`config.mk`:
```
export PLATFORM = sky130hd
export DESIGN_NAME = smi_gate
export DESIGN_NICKNAME = d
export VERILOG_FILES = /design/src/rtl/smi_gate_pkg.sv /design/src/rtl/smi_feat_negot.sv /design/src/rtl/smi_ctl_regs.sv /design/src/rtl/smi_dispatch.sv /design/src/rtl/smi_gate.sv
export SDC_FILE = /design/constraint.sdc
export NUM_CORES = 1
export LEC_CHECK = 0
export BUFFER_PORTS_ARGS = -buffer_cell sky130_fd_sc_hd__buf_2
export CAP_MARGIN = 40
export CORE_MARGIN = 10
export CORE_UTILIZATION = 55
export CTS_BUF_LIST = sky130_fd_sc_hd__clkbuf_4 sky130_fd_sc_hd__clkbuf_8
export DETAILED_ROUTE_END_ITERATION = 16
export PLACE_DENSITY = 0.85
export SYNTH_ARGS = -nofsm -noshare
export SYNTH_HDL_FRONTEND = slang
export SYNTH_SLANG_ARGS = --single-unit
```
`constraint.sdc`:
```
create_clock -name clk -period 4.3 [get_ports clk]
set_clock_uncertainty 0.05 [all_clocks]
set_input_delay 0.86 -clock clk [delete_from_list [all_inputs] [get_ports clk]]
set_output_delay 0.86 -clock clk [all_outputs]
set_load 0.02 [all_outputs]
```
`src/rtl/smi_gate_pkg.sv`:
```
package smi_gate_pkg;
  // SMI dispatch kinds for a single command write
  typedef enum logic [1:0] {
    CMD_NONE = 2'd0,
    CMD_ON   = 2'd1,
    CMD_OFF  = 2'd2,
    CMD_SMI  = 2'd3
  } cmd_kind_e;

  function automatic cmd_kind_e classify(input logic we, input logic [7:0] code,
                                         input logic [7:0] on_code,
                                         input logic [7:0] off_code);
    if (!we)                  return CMD_NONE;
    else if (code == on_code)  return CMD_ON;
    else if (code == off_code) return CMD_OFF;
    else                       return CMD_SMI;
  endfunction
endpackage

```
`src/rtl/smi_feat_negot.sv`:
```
module smi_feat_negot #(
  parameter int FEAT_W = 64,
  parameter int BA_W   = 3
) (
  input  logic              clk,
  input  logic              rst_n,
  input  logic              req_we,
  input  logic [BA_W-1:0]   req_addr,
  input  logic [7:0]        req_data,
  input  logic              confirm,
  input  logic [FEAT_W-1:0] host_feat,
  output logic              feat_ok,
  output logic [FEAT_W-1:0] feat_neg
);
  localparam int NB = FEAT_W / 8;

  logic [FEAT_W-1:0] req_q, req_d, neg_d;
  logic              ok_d, legal, accept;

  // byte lanes, address 0 is least significant
  for (genvar b = 0; b < NB; b++) begin : g_lane
    assign req_d[b*8 +: 8] = (req_addr == BA_W'(b)) ? req_data : req_q[b*8 +: 8];
  end

  assign legal  = ~|(req_q & ~host_feat);
  assign accept = confirm && !feat_ok && legal;

  always_comb begin
    ok_d  = feat_ok;
    neg_d = feat_neg;
    if (accept) begin
      ok_d  = 1'b1;
      neg_d = req_q;
    end
  end

  always_ff @(posedge clk or negedge rst_n) begin
    if (!rst_n) begin
      req_q <= '0;
    end else if (req_we) begin
      req_q <= req_d;
    end
  end

  always_ff @(posedge clk or negedge rst_n) begin
    if (!rst_n) begin
      feat_ok  <= 1'b0;
      feat_neg <= '0;
    end else if (accept) begin
      feat_ok  <= ok_d;
      feat_neg <= neg_d;
    end
  end
endmodule

```
`src/rtl/smi_ctl_regs.sv`:
```
module smi_ctl_regs #(
  parameter int EN_W     = 8,
  parameter int PM_W     = 8,
  parameter int LOCK_BIT = 4
) (
  input  logic            clk,
  input  logic            rst_n,
  input  logic            en_we,
  input  logic [EN_W-1:0] en_wdata,
  input  logic            pm_we,
  input  logic [PM_W-1:0] pm_wdata,
  output logic [EN_W-1:0] en_q,
  output logic [PM_W-1:0] pm_q
);
  logic [EN_W-1:0] en_d;
  logic [PM_W-1:0] pm_d;
  logic            locked;

  assign locked = pm_q[LOCK_BIT];

  always_comb begin
    en_d = en_wdata;
    if (locked) en_d[0] = en_q[0];
  end

  always_comb begin
    pm_d = pm_wdata;
    if (locked) pm_d[LOCK_BIT] = 1'b1;
  end

  always_ff @(posedge clk or negedge rst_n) begin
    if (!rst_n) begin
      en_q <= '0;
    end else if (en_we) begin
      en_q <= en_d;
    end
  end

  always_ff @(posedge clk or negedge rst_n) begin
    if (!rst_n) begin
      pm_q <= '0;
    end else if (pm_we) begin
      pm_q <= pm_d;
    end
  end
endmodule

```
`src/rtl/smi_dispatch.sv`:
```
module smi_dispatch
  import smi_gate_pkg::*;
#(
  parameter int         NCPU     = 4,
  parameter int         SRC_W    = 2,
  parameter logic [7:0] CODE_ON  = 8'hF1,
  parameter logic [7:0] CODE_OFF = 8'hF0
) (
  input  logic             clk,
  input  logic             rst_n,
  input  logic             cmd_we,
  input  logic [7:0]       cmd_data,
  input  logic [SRC_W-1:0] cmd_src,
  input  logic             port_en,
  input  logic             bcast,
  output logic             on_pulse,
  output logic             off_pulse,
  output logic             mode,
  output logic [NCPU-1:0]  smi_req
);
  cmd_kind_e       kind;
  logic [NCPU-1:0] target, smi_d;
  logic            on_d, off_d, mode_d;

  assign kind = classify(cmd_we, cmd_data, CODE_ON, CODE_OFF);

  for (genvar c = 0; c < NCPU; c++) begin : g_tgt
    assign target[c] = bcast || (cmd_src == SRC_W'(c));
  end

  always_comb begin
    on_d   = (kind == CMD_ON);
    off_d  = (kind == CMD_OFF);
    mode_d = mode;
    if (on_d)  mode_d = 1'b1;
    if (off_d) mode_d = 1'b0;
    smi_d  = (kind == CMD_SMI && port_en) ? target : '0;
  end

  always_ff @(posedge clk or negedge rst_n) begin
    if (!rst_n) begin
      on_pulse  <= 1'b0;
      off_pulse <= 1'b0;
      mode      <= 1'b0;
      smi_req   <= '0;
    end else begin
      on_pulse  <= on_d;
      off_pulse <= off_d;
      mode      <= mode_d;
      smi_req   <= smi_d;
    end
  end
endmodule

```
`src/rtl/smi_gate.sv`:
```
module smi_gate #(
  parameter int         NCPU      = 4,
  parameter int         FEAT_W    = 64,
  parameter int         BCAST_BIT = 0,
  parameter int         EN_W      = 8,
  parameter int         PM_W      = 8,
  parameter int         LOCK_BIT  = 4,
  parameter logic [7:0] CODE_ON   = 8'hF1,
  parameter logic [7:0] CODE_OFF  = 8'hF0,
  localparam int        SRC_W     = (NCPU > 1) ? $clog2(NCPU) : 1,
  localparam int        BA_W      = $clog2(FEAT_W / 8)
) (
  input  logic              clk,
  input  logic              rst_n,
  input  logic              cmd_we,
  input  logic [7:0]        cmd_data,
  input  logic [SRC_W-1:0]  cmd_src,
  input  logic [FEAT_W-1:0] host_feat,
  input  logic              req_we,
  input  logic [BA_W-1:0]   req_addr,
  input  logic [7:0]        req_data,
  input  logic              confirm_stb,
  input  logic              en_we,
  input  logic [EN_W-1:0]   en_wdata,
  input  logic              pm_we,
  input  logic [PM_W-1:0]   pm_wdata,
  output logic [EN_W-1:0]   smi_en_q,
  output logic [PM_W-1:0]   pmcon_q,
  output logic              acpi_on_pulse,
  output logic              acpi_off_pulse,
  output logic              acpi_mode,
  output logic [NCPU-1:0]   smi_req,
  output logic              feat_ok,
  output logic [FEAT_W-1:0] feat_neg
);
  smi_feat_negot #(.FEAT_W(FEAT_W), .BA_W(BA_W)) u_negot (
    .clk(clk), .rst_n(rst_n), .req_we(req_we), .req_addr(req_addr),
    .req_data(req_data), .confirm(confirm_stb), .host_feat(host_feat),
    .feat_ok(feat_ok), .feat_neg(feat_neg)
  );

  smi_ctl_regs #(.EN_W(EN_W), .PM_W(PM_W), .LOCK_BIT(LOCK_BIT)) u_regs (
    .clk(clk), .rst_n(rst_n), .en_we(en_we), .en_wdata(en_wdata),
    .pm_we(pm_we), .pm_wdata(pm_wdata), .en_q(smi_en_q), .pm_q(pmcon_q)
  );

  smi_dispatch #(.NCPU(NCPU), .SRC_W(SRC_W), .CODE_ON(CODE_ON),
                 .CODE_OFF(CODE_OFF)) u_disp (
    .clk(clk), .rst_n(rst_n), .cmd_we(cmd_we), .cmd_data(cmd_data),
    .cmd_src(cmd_src), .port_en(smi_en_q[0]), .bcast(feat_neg[BCAST_BIT]),
    .on_pulse(acpi_on_pulse), .off_pulse(acpi_off_pulse),
    .mode(acpi_mode), .smi_req(smi_req)
  );
endmodule

```
==> reports/summary.txt, run 1 <==
crit path max fanout: 45
Tightest Pin Transition: 664.2 ps
Util after Layout: 0.6960
commonest non-fill, non-tap cells in the layout: buf_2, dfrtp_1, mux2_2, inv_1, mux2_4
first-pass GRT wire length: 27,030 µm
main flop type after synthesis: dfrtp_1
Diodes inserted: 0
Hold-fix buffers, CTS: 0
Rows: 39
clock buffer count from CTS: 17
DRC viols: 0
CP required: 4580 ps
P&R area growth vs syn: 24.09%
power per cell area: 397.9 mW/mm²
initial cell density of the core: 0.5609
outcome: finished clean
Fin. Hold Viols: 0
Clock Sinks: 152
fin crit period: 3001 ps
Max Slew Vio Count: 0
total grt overflow: 0
crit path max-delay cell type: or4_4
Synth top area share: 0.5964
Vias: 4,397
worst-path cell chain: buf_2 -> inv_1 -> a222oi_1 -> nand3_1 -> or4_4 -> buf_16 -> mux2_4
Worst Setup End Kind: register
register area share after synthesis: 0.5964
setup_tns: 0 ps
highest clock rate: 0.3332 GHz
critical path class: in -> reg
Die H: 127.7 µm
clk slew on worst S/H paths: 70 ps
Layout fillers: 762
largest net degree at the start of global routing: 87
EDFF count, synth: 0
synth top area cells: dfrtp_1, mux2_2, mux2_4, inv_1, o22ai_1
CTS resizes: 0
share of cells above drive strength 1: 0.5353
DRT Pass-1 Iters: 4
port buffer count: 195
Via-to-Cell Ratio: 5.343
hold slack: 210.5 ps
WL/cell: 20.85 µm
initial antenna violation count: 0
vias in the first global route: 4,857
static leakage: 4.355 nW
Yosys cell types: 28
most common cell after layout, fill and taps aside: buf_2
hpwl dp: 13,140 µm
CP Launch Type: input pin
Post-CTS Setup Repair Bufs: 0
Final Routed Wirelength: 17,160 µm
Cells after Synth: 464
yosys warns: 0
RSZ-0062 raised after global routing: no
crit path buf inv count: 3
DRT antenna net count: 0
CP delay by family, top: simple AND/OR/NAND/NOR gates
final setup fails: 0
VDD IR max: 240.0 µV
num ports: 196
Max-slew headroom: 0.5572
H-tree levels: 4
Syn Std Cell Area: 0.006377 mm²
number of synthesized register bits: 152
Syn Area/Cell: 13.74 µm²
CTS max path bufs: 2
clock root buffer: clkbuf_8
total die area: 0.01630 mm²
drt first-iter violations: 303
gr usage total: 0.2141
CTS tree: built
final worst-path cycle share: 0.6979
Die Width: 127.7 µm
ys async rst share: 1.000
WP data arrival: 3280 ps
max incr delay on CP: 800 ps
area leader, netlist: dfrtp_1
# nets final: 775
Worst-Skew Late Latency: 450 ps
CORE AREA: 0.01137 mm²
Hold WC Path Type: in -> async
gpl congestion: 0.8481
Mapped Nets: 572
max_cap viols: 0
-- cells in the mapped netlist, drive strengths merged (2+ instances only) --
cell,instances
inv,55
a21o,2
a21oi,4
o22ai,19
nor2,5
nand3b,2
mux2,126
nand2,21
nand4b,3
nand2b,12
nor3b,2
nor3,5
o21ai,17
nor2b,2
nor4,3
clkbuf,11
buf,8
nand4,2
o2111ai,4
a221oi,4
dfrtp,152
-- through the flow --
step	cell area (µm²)	cells	power [mW]	setup WS (ps)
floorplan	6377	464	1.930	1658
global placement	7470	788	2.108	875.9
detailed placement	7532	791	2.140	823.0
CTS	7914	823	3.175	1316
global route	7914	823	3.298	1242
finish	7914	823	3.149	1299
-- cell families (layout without fill, tap and decap cells) --
group,after synthesis,count (layout),share of synthesized area
flip-flops,152,152,0.5964
multiplexers,126,126,0.2513
buffers and inverters,74,290,0.05121
AND/OR/NAND/NOR,61,61,0.05101
AO/OA/AOI/OAI,51,51,0.05003
-- worst paths after layout --
kind	slack (ps)	end	cells after the start	start
min in group clk	430	u_disp.mode$_DFFE_PN0P_	1	u_disp.mode$_DFFE_PN0P_
max in group asynchronous	2980	u_negot.feat_neg[48]$_DFFE_PN0P_	3	rst_n
max reg2reg	1410	u_negot.feat_neg[42]$_DFFE_PN0P_	5	u_negot.req_q[3]$_DFFE_PN0P_
min reg2reg	430	u_disp.mode$_DFFE_PN0P_	1	u_disp.mode$_DFFE_PN0P_
max	1300	u_negot.feat_neg[42]$_DFFE_PN0P_	7	host_feat[3]
min	210	u_disp.smi_req[3]$_DFF_PN0_	1	rst_n
-- layer usage --
| metal | track usage | share of wire |
|---|---|---|
| met5 | 0 | 0 |
| met2 | 0.3300 | 0.48 |
| met1 | 0.2646 | 0.41 |
| met4 | 0.09139 | 0.019 |
| met3 | 0.08147 | 0.097 |
-- worst register-to-register path, cell delays in order (launching register included) --
cell and delay [ps]:
dfrtp_1 400, a222oi_1 630, nand3_1 210, or4_4 800, buf_16 320, mux2_4 370
-- flip-flops by register name (all words and copies together), names as in the netlist, 4 cells and up --
register / flops
u_regs.en_q: 8
u_disp.smi_req: 4
u_negot.req_q: 64
u_regs.pm_q: 8
u_negot.feat_neg: 64
-- power by group --
part	switching (mW)	total [mW]	leakage [nW]	internal, mW
logic	0.216	0.420	2.20	0.205
registers	0.113	1.69	1.96	1.58
clock network	0.505	1.04	0.199	0.533
-- final cells by class --
class | instances | area [µm²] | area share
Sequential cell | 152 | 3804 | 0.4806
Clock buffer | 24 | 311.5 | 0.03937
Multi-Input combinational cell | 238 | 2261 | 0.2857
Timing Repair Buffer | 203 | 1082 | 0.1368
Tap cell | 143 | 178.9 | 0.02261
Inverter | 55 | 206.4 | 0.02609
Clock inverter | 8 | 70.07 | 0.008854
Note: power is estimated with default switching activity, not from simulation.
==> run 2, diff against run 1 <==
--- a/config.mk
+++ b/config.mk
@@ -8,10 +8,10 @@
 export BUFFER_PORTS_ARGS = -buffer_cell sky130_fd_sc_hd__buf_2
 export CAP_MARGIN = 40
 export CORE_MARGIN = 10
-export CORE_UTILIZATION = 55
+export CORE_UTILIZATION = 53
 export CTS_BUF_LIST = sky130_fd_sc_hd__clkbuf_4 sky130_fd_sc_hd__clkbuf_8
 export DETAILED_ROUTE_END_ITERATION = 16
-export PLACE_DENSITY = 0.85
+export PLACE_DENSITY = 0.82
 export SYNTH_ARGS = -nofsm -noshare
 export SYNTH_HDL_FRONTEND = slang
 export SYNTH_SLANG_ARGS = --single-unit
==> constraint.sdc (replaced) <==
create_clock -name clk -period 3.13 [get_ports clk]
set_clock_uncertainty 0.05 [all_clocks]
set_input_delay 0.626 -clock clk [delete_from_list [all_inputs] [get_ports clk]]
set_output_delay 0.626 -clock clk [all_outputs]
set_load 0.02 [all_outputs]
==> run 2 against run 1 <==
Effect of this change: clock power up 36%; via count up 0.23%; die area up 3.2%; largest power group unchanged; combinational power up 37%; sequential power up 38%; flip-flop and latch count unchanged.
==> reports/summary.txt, run 2 (synthesized netlist as in run 1, its figures left out) <==
# nets final: 778
initial cell density of the core: 0.5354
power per cell area: 544.1 mW/mm²
Layout fillers: 891
VDD IR max: 327.9 µV
largest net degree at the start of global routing: 99
worst-path cell chain: a222oi_1 -> nand3_1 -> or4_4 -> buf_4 -> mux2_4
Worst-Skew Late Latency: 440 ps
Max-slew headroom: 0.5979
WL/cell: 20.94 µm
CP Launch Type: register
commonest non-fill, non-tap cells in the layout: buf_2, dfrtp_1, mux2_2, inv_1, mux2_4
P&R area growth vs syn: 24.48%
gpl congestion: 0.8530
max_cap viols: 0
Die H: 129.7 µm
first-pass GRT wire length: 26,620 µm
RSZ-0062 raised after global routing: no
CTS resizes: 0
Diodes inserted: 0
DRT antenna net count: 0
num ports: 196
final worst-path cycle share: 0.8659
setup_tns: 0 ps
biggest regs: u_negot.feat_neg x64, u_negot.req_q x64
r2r worst-path depth: 5
Worst Setup End Kind: register
total die area: 0.01682 mm²
crit path max-delay cell type: or4_4
total grt overflow: 0
WHS Path Cells: 2
CTS tree: built
Max Slew Vio Count: 0
Fin. Hold Viols: 0
initial antenna violation count: 0
port buffer count: 195
flop2flop setup slack: 420 ps
Hold WC Path Type: in -> reg
CTS max path bufs: 2
WP data arrival: 2980 ps
Via-to-Cell Ratio: 5.335
max incr delay on CP: 720 ps
most common cell after layout, fill and taps aside: buf_2
Die Width: 129.7 µm
hold slack: 306.4 ps
static leakage: 4.367 nW
Rows: 40
clk slew on worst S/H paths: 70 ps
Vias: 4,407
clock root buffer: clkbuf_8
H-tree levels: 4
DRT Pass-1 Iters: 4
clock buffer count from CTS: 17
hpwl dp: 13,290 µm
CP required: 3400 ps
multi-input combinational cell area: 0.002261 mm²
crit path max fanout: 15
share of cells above drive strength 1: 0.5331
CORE AREA: 0.01191 mm²
outcome: finished clean
Final Routed Wirelength: 17,300 µm
Clock Sinks: 152
highest clock rate: 0.3690 GHz
final setup fails: 0
DRC viols: 0
gr usage total: 0.2084
fin crit period: 2710 ps
drt first-iter violations: 273
critical path class: reg -> reg
vias in the first global route: 4,860
Tightest Pin Transition: 599.9 ps
register area: 0.003804 mm²
[run 2: cell count changes in the layout (fill, tap and decap cells not counted), sizes merged]
cell and change:
buf +2, clkinvlp -2, dlygate4sd3 +1, clkinv -3
clkbuf +1
[run 2: worst paths after layout]
kind | startpoint | endpoint
max in group asynchronous | rst_n | u_negot.feat_neg[13]$_DFFE_PN0P_
hold / removal | cmd_data[0] | u_disp.off_pulse$_DFF_PN0_
hold reg to reg | u_disp.mode$_DFFE_PN0P_ | u_disp.mode$_DFFE_PN0P_
setup / recovery | u_negot.req_q[3]$_DFFE_PN0P_ | u_negot.feat_neg[41]$_DFFE_PN0P_
min in group asynchronous | rst_n | u_disp.off_pulse$_DFF_PN0_
setup reg to reg | u_negot.req_q[3]$_DFFE_PN0P_ | u_negot.feat_neg[41]$_DFFE_PN0P_
[run 2: repair_timing]
action / 4_1_cts / 5_1_grt
buffers inserted: 0 / 0
hold endpoints to repair: 0 / 1
hold buffers: 0 / 1
[run 2: cell type report]
type | count | area share
clock buffer | 25 | 0.04177
sequential | 152 | 0.4791
timing repair buffer | 206 | 0.1401
clock inverter | 3 | 0.005043
tap | 147 | 0.02317
multi-input combinational | 238 | 0.2848
inverter | 55 | 0.02600
[run 2: power breakdown]
group | leakage (nW) | total [mW] | internal (mW) | switching (mW)
Sequential | 1.96 | 2.33 | 2.17 | 0.166
Combinational | 2.21 | 0.577 | 0.283 | 0.294
Clock | 0.197 | 1.41 | 0.755 | 0.653
Total | 4.37 | 4.32 | 3.21 | 1.11
[run 2: metal layers]
| metal | track usage | vias up | routed length, µm |
|---|---|---|---|
| met2 | 0.3503 | 198 | 8396 |
| met4 | 0.06614 | 0 | 211 |
| met1 | 0.2486 | 2182 | 7152 |
| met5 | 0 | - | 0 |
| li1 | - | 2006 | - |
| met3 | 0.06856 | 21 | 1535 |
[run 2: worst max-delay path, delay by kind of cell (launching register included)]
| kind | cells | cell delay (ps) |
|---|---|---|
| buffers and inverters | 1 | 280 |
| AOI/OAI and AO/OA | 1 | 560 |
| and+or+nand+nor | 2 | 960 |
| DFF | 1 | 410 |
| muxes | 1 | 320 |
[run 2: metrics by stage]
stage          std cells  instance area (µm²)  utilization  power (mW)  worst slack, ps
6_report             826                 7939       0.6665       4.320            419.7
5_1_grt              826                 7939       0.6665       4.518            405.6
4_1_cts              824                 7901       0.6633       4.351            380.7
3_5_place_dp         796                 7530       0.6321       2.944            45.24
3_3_place_gp         796                 7530       0.6321       2.908            22.27
2_1_floorplan        464                 6377            -       2.651            722.5
==> run 3, diff against run 2 <==
--- a/config.mk
+++ b/config.mk
@@ -11,7 +11,9 @@
 export CORE_UTILIZATION = 53
 export CTS_BUF_LIST = sky130_fd_sc_hd__clkbuf_4 sky130_fd_sc_hd__clkbuf_8
 export DETAILED_ROUTE_END_ITERATION = 16
+export GPL_TIMING_DRIVEN = 0
 export PLACE_DENSITY = 0.82
+export SKIP_CTS_REPAIR_TIMING = 1
 export SYNTH_ARGS = -nofsm -noshare
 export SYNTH_HDL_FRONTEND = slang
 export SYNTH_SLANG_ARGS = --single-unit
==> run 3 against run 2 <==
Effect of this change: global-route usage rose by 0.23 points; via count barely moved; highest routed layer unchanged; final cell count rose by 0.85%; count of clock-buffer cells in the layout fell by 5; sequential power barely moved; hold slack got worse by 210 ps; worst setup slack improved by 75 ps; critical path depth did not move.
==> reports/summary.txt, run 3 (synthesized netlist as in run 1, its figures left out) <==
Die Width: 129.7 µm
Via-to-Cell Ratio: 5.288
fin area: 0.008030 mm²
M1 wire length: 7174 µm
gpl congestion: 0.8024
worst-path cell chain: a222oi_1 -> nand3_1 -> or4_1 -> clkbuf_1 -> mux2_2
initial cell density of the core: 0.5354
static leakage: 4.387 nW
port buffer count: 189
vias in the first global route: 4,790
H-tree levels: 4
RR Endpoint: u_negot.feat_neg[34]$_DFFE_PN0P_
power per cell area: 586.2 mW/mm²
Worst Setup End Kind: register
Worst-Skew Late Latency: 460 ps
CORE AREA: 0.01191 mm²
highest clock rate: 0.3795 GHz
P&R area growth vs syn: 25.92%
crit path max fanout: 10
Die H: 129.7 µm
most common cell after layout, fill and taps aside: buf_2
largest net degree at the start of global routing: 91
CP required: 3420 ps
clock buffer count from CTS: 17
flop2flop setup slack: 500 ps
initial antenna violation count: 0
Max Slew Vio Count: 0
Tightest Pin Transition: 785.6 ps
CTS tree: built
total grt overflow: 0
critical path class: reg -> reg
crit path max-delay cell type: or4_1
# nets final: 781
max_cap viols: 0
Util after Layout: 0.6742
met2 WL post-DR: 8231 µm
Diodes inserted: 0
VDD IR max: 341.8 µV
outcome: finished clean
worst slack, placed: 121.4 ps
WL/cell: 20.97 µm
num ports: 196
drt first-iter violations: 288
biggest regs: u_negot.feat_neg x64, u_negot.req_q x64
DR WL met3: 1789 µm
worst setup margin: 495.1 ps
r2r worst-path depth: 5
Max-slew headroom: 0.4751
WP data arrival: 2920 ps
placed cell area: 0.007541 mm²
CP Launch Type: register
DRT Pass-1 Iters: 6
final setup fails: 0
crit path buf inv count: 1
Final Routed Wirelength: 17,470 µm
Final Non-Filler Cells: 833
fin crit period: 2635 ps
DRC viols: 0
DRT antenna net count: 0
clk slew on worst S/H paths: 80 ps
Hold WC Path Type: in -> async
Clock Sinks: 152
hpwl dp: 13,360 µm
commonest non-fill, non-tap cells in the layout: buf_2, dfrtp_1, mux2_2, inv_1, mux2_4
total die area: 0.01682 mm²
gr usage total: 0.2107
final worst-path cycle share: 0.8418
share of cells above drive strength 1: 0.5190
DP Cell Count: 801
Rows: 40
CP delay by family, top: simple AND/OR/NAND/NOR gates
top sig layer: met4
clock root buffer: clkbuf_8
RSZ-0062 raised after global routing: no
Vias: 4,405
worst r2r src: u_negot.req_q[3]$_DFFE_PN0P_
CTS max path bufs: 2
first-pass GRT wire length: 26,620 µm
max incr delay on CP: 580 ps
Fin. Hold Viols: 0
==> run 3: how the worst max path moves through the flow <==
stage	from	to	slack (ps)	cells after the start
after floorplan	host_feat[43]	u_negot.feat_neg[0]$_DFFE_PN0P_	720	8
after global placement	rst_n	u_negot.req_q[49]$_DFFE_PN0P_	-680	1
after detailed placement	host_feat[3]	u_negot.feat_neg[29]$_DFFE_PN0P_	120	7
after CTS	u_negot.req_q[3]$_DFFE_PN0P_	u_negot.feat_neg[34]$_DFFE_PN0P_	450	5
after global routing	u_negot.req_q[3]$_DFFE_PN0P_	u_negot.feat_neg[31]$_DFFE_PN0P_	460	5
final	u_negot.req_q[3]$_DFFE_PN0P_	u_negot.feat_neg[34]$_DFFE_PN0P_	500	5
==> run 3: final cells by class <==
class / count / area, µm²
Buffer: 19 / 120.1
Clock buffer: 20 / 269.0
Clock inverter: 12 / 220.2
Fill cell: 882 / 3881
Inverter: 55 / 206.4
Multi-Input combinational cell: 238 / 2247
Sequential cell: 152 / 3804
Tap cell: 147 / 183.9
Timing Repair Buffer: 190 / 979.7
==> run 3: layer usage <==
metal	up-vias	GRT usage
li1	2015	-
met1	2166	0.2564
met2	201	0.3334
met3	23	0.08195
met4	0	0.07937
met5	-	0
==> run 3: stage by stage <==
| stage | total power [mW] | setup TNS, ps | hold slack (ps) |
|---|---|---|---|
| after detailed placement | 2.942 | 0 | 416.2 |
| after floorplan | 2.651 | 0 | 280.4 |
| after CTS | 4.740 | 0 | 101.8 |
| final | 4.708 | 0 | 98.42 |
| after global routing | 4.922 | 0 | 125.6 |
| after global placement | 2.898 | -102870 | 410.4 |
==> run 3: power by group <==
part           leakage (nW)  total (mW)  internal, mW  switching [mW]
clock network         0.247        1.81          1.08           0.726
logic                  2.18       0.573         0.280           0.293
registers              1.96        2.33          2.17           0.160
total                  4.39        4.71          3.53            1.18
